<file path="src/rtl/irqc_pkg.sv">
package irqc_pkg;
  localparam int unsigned BANK_W = 32;
  localparam int unsigned NBANK  = 2;
  localparam int unsigned NSRC   = BANK_W * NBANK;

  // register function code = addr[6:3]; addr[2] picks the bank
  typedef enum logic [3:0] {
    F_IRQ_ST   = 4'd0,
    F_FIQ_ST   = 4'd1,
    F_RAW_ST   = 4'd2,
    F_SEL      = 4'd3,
    F_ENA_SET  = 4'd4,
    F_ENA_CLR  = 4'd5,
    F_TRG_SET  = 4'd6,
    F_TRG_CLR  = 4'd7,
    F_SENSE    = 4'd8,
    F_DUAL     = 4'd9,
    F_EVENT    = 4'd10,
    F_EDGE_CLR = 4'd11,
    F_EDGE_ST  = 4'd12
  } func_e;
endpackage

</file>
<file path="src/rtl/irqc_regs.sv">
module irqc_regs
  import irqc_pkg::*;
(
  input  logic            clk_i,
  input  logic            rst_ni,
  input  logic            wr_en_i,
  input  logic            valid_i,
  input  logic [3:0]      func_i,
  input  logic            bank_i,
  input  logic [BANK_W-1:0] wdata_i,
  output logic [NSRC-1:0] en_o,
  output logic [NSRC-1:0] trig_o,
  output logic [NSRC-1:0] sel_o,
  output logic [NSRC-1:0] eclr_o
);
  logic wr;
  assign wr = wr_en_i & valid_i;

  for (genvar b = 0; b < NBANK; b++) begin : g_bank
    logic hit;
    assign hit = wr && (bank_i == b[0]);

    always_ff @(posedge clk_i or negedge rst_ni) begin
      if (!rst_ni) begin
        en_o[b*BANK_W +: BANK_W]   <= '0;
        trig_o[b*BANK_W +: BANK_W] <= '0;
        sel_o[b*BANK_W +: BANK_W]  <= '0;
      end else if (hit) begin
        case (func_i)
          F_ENA_SET: en_o[b*BANK_W +: BANK_W]   <= en_o[b*BANK_W +: BANK_W] | wdata_i;
          F_ENA_CLR: en_o[b*BANK_W +: BANK_W]   <= en_o[b*BANK_W +: BANK_W] & ~wdata_i;
          F_TRG_SET: trig_o[b*BANK_W +: BANK_W] <= trig_o[b*BANK_W +: BANK_W] | wdata_i;
          F_TRG_CLR: trig_o[b*BANK_W +: BANK_W] <= trig_o[b*BANK_W +: BANK_W] & ~wdata_i;
          F_SEL:     sel_o[b*BANK_W +: BANK_W]  <= wdata_i;
          default: ;
        endcase
      end
    end

    assign eclr_o[b*BANK_W +: BANK_W] =
      (hit && func_i == F_EDGE_CLR) ? wdata_i : '0;
  end
endmodule

</file>
<file path="src/rtl/irqc_edge.sv">
module irqc_edge
  import irqc_pkg::*;
#(
  parameter int unsigned     SYNC_STAGES = 2,
  parameter logic [NSRC-1:0] LEVEL_MASK  = 64'h0000_00F0_0000_00F0
) (
  input  logic            clk_i,
  input  logic            rst_ni,
  input  logic [NSRC-1:0] src_i,
  input  logic [NSRC-1:0] eclr_i,
  output logic [NSRC-1:0] src_o,
  output logic [NSRC-1:0] latch_o,
  output logic [NSRC-1:0] rise_o
);
  localparam int unsigned LAST = SYNC_STAGES - 1;

  for (genvar i = 0; i < NSRC; i++) begin : g_src
    logic [SYNC_STAGES-1:0] sync_q;

    always_ff @(posedge clk_i or negedge rst_ni) begin
      if (!rst_ni) sync_q <= '0;
      else         sync_q <= {sync_q[SYNC_STAGES-2:0], src_i[i]};
    end

    if (LEVEL_MASK[i]) begin : g_level
      assign src_o[i]   = sync_q[LAST];
      assign latch_o[i] = 1'b0;
      assign rise_o[i]  = 1'b0;
    end else begin : g_edge
      logic prev_q, lat_q;
      always_ff @(posedge clk_i or negedge rst_ni) begin
        if (!rst_ni) begin
          prev_q <= 1'b0;
          lat_q  <= 1'b0;
        end else begin
          prev_q <= sync_q[LAST];
          // a fresh edge wins over a clear in the same cycle
          lat_q  <= (lat_q & ~eclr_i[i]) | rise_o[i];
        end
      end
      assign rise_o[i]  = sync_q[LAST] & ~prev_q;
      assign src_o[i]   = lat_q;
      assign latch_o[i] = lat_q;
    end
  end
endmodule

</file>
<file path="src/rtl/irqc_read.sv">
module irqc_read
  import irqc_pkg::*;
#(
  parameter logic [NSRC-1:0] LEVEL_MASK = 64'h0000_00F0_0000_00F0
) (
  input  logic              valid_i,
  input  logic [3:0]        func_i,
  input  logic              bank_i,
  input  logic [NSRC-1:0]   src_i,
  input  logic [NSRC-1:0]   latch_i,
  input  logic [NSRC-1:0]   en_i,
  input  logic [NSRC-1:0]   trig_i,
  input  logic [NSRC-1:0]   sel_i,
  output logic [BANK_W-1:0] rdata_o,
  output logic              irq_o,
  output logic              fiq_o
);
  logic [NSRC-1:0] raw, irq_st, fiq_st;
  assign raw    = src_i | trig_i;
  assign irq_st = raw & en_i & ~sel_i;
  assign fiq_st = raw & en_i & sel_i;
  assign irq_o  = |irq_st;
  assign fiq_o  = |fiq_st;

  always_comb begin
    rdata_o = '0;
    if (valid_i) begin
      case (func_i)
        F_IRQ_ST:  rdata_o = irq_st[bank_i*BANK_W +: BANK_W];
        F_FIQ_ST:  rdata_o = fiq_st[bank_i*BANK_W +: BANK_W];
        F_RAW_ST:  rdata_o = raw[bank_i*BANK_W +: BANK_W];
        F_SEL:     rdata_o = sel_i[bank_i*BANK_W +: BANK_W];
        F_ENA_SET: rdata_o = en_i[bank_i*BANK_W +: BANK_W];
        F_TRG_SET: rdata_o = trig_i[bank_i*BANK_W +: BANK_W];
        F_SENSE:   rdata_o = LEVEL_MASK[bank_i*BANK_W +: BANK_W];
        F_EDGE_ST: rdata_o = latch_i[bank_i*BANK_W +: BANK_W];
        default:   rdata_o = '0;
      endcase
    end
  end
endmodule

</file>
<file path="src/rtl/irqc_top.sv">
module irqc_top
  import irqc_pkg::*;
#(
  parameter int unsigned     ADDR_W      = 8,
  parameter int unsigned     SYNC_STAGES = 2,
  parameter logic [NSRC-1:0] LEVEL_MASK  = 64'h0000_00F0_0000_00F0
) (
  input  logic              clk_i,
  input  logic              rst_ni,
  input  logic              wr_en_i,
  input  logic [ADDR_W-1:0] addr_i,
  input  logic [BANK_W-1:0] wdata_i,
  output logic [BANK_W-1:0] rdata_o,
  input  logic [NSRC-1:0]   src_i,
  output logic              irq_o,
  output logic              fiq_o
);
  logic            valid, bank;
  logic [3:0]      func;
  logic [NSRC-1:0] en_q, trig_q, sel_q, eclr_w, srcv_w, latch_q, rise_w;

  assign valid = (addr_i[1:0] == 2'b00) && (addr_i[ADDR_W-1:7] == '0);
  assign bank  = addr_i[2];
  assign func  = addr_i[6:3];

  irqc_regs u_regs (
    .clk_i, .rst_ni, .wr_en_i,
    .valid_i (valid), .func_i (func), .bank_i (bank), .wdata_i,
    .en_o (en_q), .trig_o (trig_q), .sel_o (sel_q), .eclr_o (eclr_w)
  );

  irqc_edge #(.SYNC_STAGES(SYNC_STAGES), .LEVEL_MASK(LEVEL_MASK)) u_edge (
    .clk_i, .rst_ni, .src_i, .eclr_i (eclr_w),
    .src_o (srcv_w), .latch_o (latch_q), .rise_o (rise_w)
  );

  irqc_read #(.LEVEL_MASK(LEVEL_MASK)) u_read (
    .valid_i (valid), .func_i (func), .bank_i (bank),
    .src_i (srcv_w), .latch_i (latch_q), .en_i (en_q), .trig_i (trig_q),
    .sel_i (sel_q), .rdata_o, .irq_o, .fiq_o
  );
endmodule

</file>
<file path="config.mk">
export PLATFORM = sky130hd
export DESIGN_NAME = irqc_top
export DESIGN_NICKNAME = d
export VERILOG_FILES = /design/src/rtl/irqc_pkg.sv /design/src/rtl/irqc_regs.sv /design/src/rtl/irqc_edge.sv /design/src/rtl/irqc_read.sv /design/src/rtl/irqc_top.sv
export SDC_FILE = /design/constraint.sdc
export NUM_CORES = 1
export LEC_CHECK = 0
export CAP_MARGIN = 20
export CORE_MARGIN = 3
export CORE_UTILIZATION = 25
export CTS_CLUSTER_DIAMETER = 120
export DETAILED_ROUTE_END_ITERATION = 6
export PLACE_DENSITY = 0.41
export SYNTH_ARGS = -nofsm -noshare
export SYNTH_HDL_FRONTEND = slang
export SYNTH_SLANG_ARGS = --single-unit
</file>
<file path="constraint.sdc">
create_clock -name clk_i -period 3 [get_ports clk_i]
set_input_delay 0.6 -clock clk_i [delete_from_list [all_inputs] [get_ports clk_i]]
set_output_delay 0.6 -clock clk_i [all_outputs]
set_load 0.05 [all_outputs]
</file>
==> PnR_summary.wiki <==
{| class="wikitable"
! Metric !! Value
|-
| Vias per Instance || 5.14
|-
| Peak VDD IR || 0.455 mV
|-
| Count of fill cells added during filler insertion || 7,162
|-
| Kind of end point of the critical path || output port
|-
| TritonCTS Buffers || 52
|-
| Register-to-register setup slack || 2050 ps
|-
| Count of placed standard cells in the final layout, fillers left out || 3,097
|-
| TritonCTS clock tree || built
|-
| Starting density of the core || 25.3%
|-
| Post-route clock skew || 25.1 ps
|-
| 1st-iter DRT viols || 1,351
|-
| Power per Cell Area || 540 nW/µm²
|-
| Antenna violations before repair || 1
|-
| Post-detailed-placement cell area || 23,600 µm²
|-
| Via count of the first global-routing pass || 16,000
|-
| Multiplexer share of the synthesized area || 3.98%
|-
| Final critical-path share of the clock period || 118%
|-
| Hold Crit Start || u_edge.g_src[38].sync_q[0]
|-
| Register area share after synthesis || 58.2%
|-
| Gate Count Post-Synth || 1,708
|-
| First-pass iteration count of the detailed router || 7
|-
| Adder-cell area share of the yosys netlist || 0%
|-
| Maximum clock frequency || 0.282 GHz
|-
| Count of different cell masters after synthesis || 64
|-
| Remaining global-route overflow || 0
|-
| Worst setup startpoint || u_edge.g_src[52].g_edge.lat_q
|-
| Largest family of logic cells by synthesized area || compound AO/OA/AOI/OAI gates
|-
| Critical R2R Launch || u_edge.g_src[52].g_edge.lat_q
|-
| WP data required || 2400 ps
|-
| Class of the most critical hold timing path || reg -> reg
|-
| Overall die area || 77,700 µm²
|-
| Share of synthesized cell area in and, or, nand and nor gates || 9.75%
|-
| Remaining DRCs || 0
|-
| Number of clock sinks || 432
|-
| Status || finished with violations
|-
| Clock root buffer || clkbuf_16
|-
| Share of the synthesized area in compound gates (AO/OA/AOI/OAI) || 23.5%
|-
| Violated checks || setup timing
|-
| Chip Width || 279 µm
|-
| Count of endpoints failing setup in the final report || 32
|-
| Area taken by flip-flops and latches || 10,800 µm²
|-
| Library cell occupying the most area in the post-synthesis netlist || dfrtp_1
|-
| Pre-CTS WS || -781 ps
|-
| Leak Pwr || 11.8 nW
|-
| Multi-input gate area || 8390 µm²
|-
| Final layout net count || 2,204
|-
| Share of flip-flops with an asynchronous set or reset after synthesis || 100%
|-
| Critical path data arrival time || 2950 ps
|-
| Post-synthesis instance area || 18,600 µm²
|-
| Syn avg cell area || 10.9 µm²
|-
| Min Tclk post-route || 3550 ps
|-
| Cell count of the worst reg-to-reg path || 2
|-
| Reported max-cap violation count || 0
|-
| Final-report hold violation count || 0
|-
| Final core utilization || 37.4%
|-
| Ratio of cells with drive above 1 in the final layout || 33.4%
|-
| RePlAce Congestion || 0.864
|-
| Final Cell Area || 27,400 µm²
|-
| Routed wire per std cell || 23.7 µm
|-
| Core ar. || 73,300 µm²
|-
| Hold Slack || 342 ps
|-
| Worst slew margin relative to its limit || 51.8%
|-
| Actual slew at the worst max-slew pin || 723 ps
|-
| Most common cell after layout, fill and taps aside || dfrtp_1
|-
| Clock-pin slew on the worst setup and hold paths || 60 ps
|-
| Termination of the worst setup path || irq_o
|-
| Maximum count of clock buffers along a single path || 3
|-
| Crit start category || register
|-
| Crit path setup slack, layout || -549 ps
|-
| Synth Area in XOR/XNOR || 0%
|-
| Die span in y || 279 µm
|-
| Via count || 15,900
|-
| Worst r2r dst || u_edge.g_src[52].g_edge.lat_q
|-
| CTS HTree Levels || 2
|-
| Global-route wire length before repair || 108,000 µm
|-
| Max-slew violation count || 0
|-
| Synth top area share || 58.2%
|-
| Count of buffers from port buffering || 140
|-
| Top-level port count || 141
|-
| Overall fraction of global-route tracks in use || 18.6%
|-
| Synth warnings || 0
|-
| ANT nets after route || 0
|-
| Final wirelength || 73,300 µm
|-
| Placed cell count || 2,936
|-
| Total of flip-flops plus latches after synthesis || 432
|-
| Synth Net Count || 1,815
|-
| Layout Area Growth over Synthesis || 47.6%
|-
| Start-to-end type of the worst setup path || reg -> out
|-
| DP HPWL || 50,000 µm
|-
| Standard-cell rows || 99
|-
| Top area cells in the synthesized netlist || dfrtp_1 58%, a31oi_1 4.3%, a21oi_1 4.3%
|-
| Clock latency of the later-clocked register in the worst-skew pair || 600 ps
|-
| Maximum number of pins on one net before global-route repair || 79
|-
| Post-synth EDFFs || 0
|-
| Dominant register cell in the synthesized netlist || dfrtp_1
|-
| Critical path fanouts, max || 3
|-
| Setup repair after global routing missed its margin || yes
|-
| Top library cells by usage in the layout, fill and taps aside || 432 x dfrtp_1, 225 x buf_4, 140 x a21oi_1
|}
## worst max-delay path: stages, from the launching register on
cell and delay (ps):
dfrtp_1 450, o21a_1 240, nor2b_1 200, nor4_1 480
nand4_1 200, or4_4 590, buf_8 180
## layer usage
layer	track usage (%)	routed length (µm)
met5	0	0
met4	7.54	2780
met3	3.14	3490
met2	28.2	32700
met1	26.3	34300
## where the power goes
| part | switching (W) | internal [W] |
|---|---|---|
| clock | 0.00253 | 0.00387 |
| sequential | 0.000245 | 0.00614 |
| combinational | 0.00112 | 0.000906 |
| total | 0.00389 | 0.0109 |
## cell families (layout without fill, tap and decap cells)
group / after synthesis / count (layout)
simple gates: 346 / 346
mux: 66 / 66
buf+inv: 204 / 633
compound gates: 660 / 660
flops: 432 / 432
other cells: 0 / 1
## per-stage QoR
step,total power [W],setup TNS [ps]
2_1_floorplan,0.00717,-744
3_5_place_dp,0.00817,-27450
3_3_place_gp,0.00815,-26840
5_1_grt,0.0154,-6290
4_1_cts,0.0149,-3480
6_report,0.0148,-4090
## repair_timing
item                                   CTS  global route
gates resized for setup                233           103
endpoints found under the hold margin   46             0
setup endpoints to repair               34            34
setup buffers                           49            26
hold buffers                             1             0
cloned                                   3             1
pin swaps                              101            69
## final cells by class
| cell class | instances | area share (%) |
|---|---|---|
| inverters | 63 | 0.862 |
| clock inverters | 16 | 0.752 |
| clock buffers | 78 | 5.61 |
| diodes | 1 | 0.00912 |
| repair buffers | 476 | 18.4 |
| well taps | 959 | 4.37 |
| flip-flops and latches | 432 | 39.4 |
| multi-input cells | 1072 | 30.6 |
## worst min-delay path by stage
stage                                            end  depth (start not counted)
after floorplan                            async pin                          0
after global placement     u_edge.g_src[9].sync_q[1]                          0
after detailed placement   u_edge.g_src[1].sync_q[1]                          0
after CTS                  u_edge.g_src[9].sync_q[1]                          0
after global routing      u_edge.g_src[15].sync_q[1]                          0
final                     u_edge.g_src[38].sync_q[1]                          0
## Yosys cell counts, types with 4 or more instances
cell      number
dfrtp_1      432
o21ai_0       61
nor3_1        26
nor4_1        14
o211ai_1      57
a31oi_1      128
nand3_1       30
o22ai_1        8
o21ai_1        8
a22oi_1       33
o21a_1        60
nand4_1       15
nor3b_1        4
a22o_1        38
nor2b_1       52
buf_2         40
a211oi_1      25
nand2_1      134
buf_4          5
a21oi_1      158
mux2_2        62
nor2_1        36
clkbuf_1      91
a221oi_1      60
inv_1         63
No activity file was read; power rests on OpenSTA's default activity.
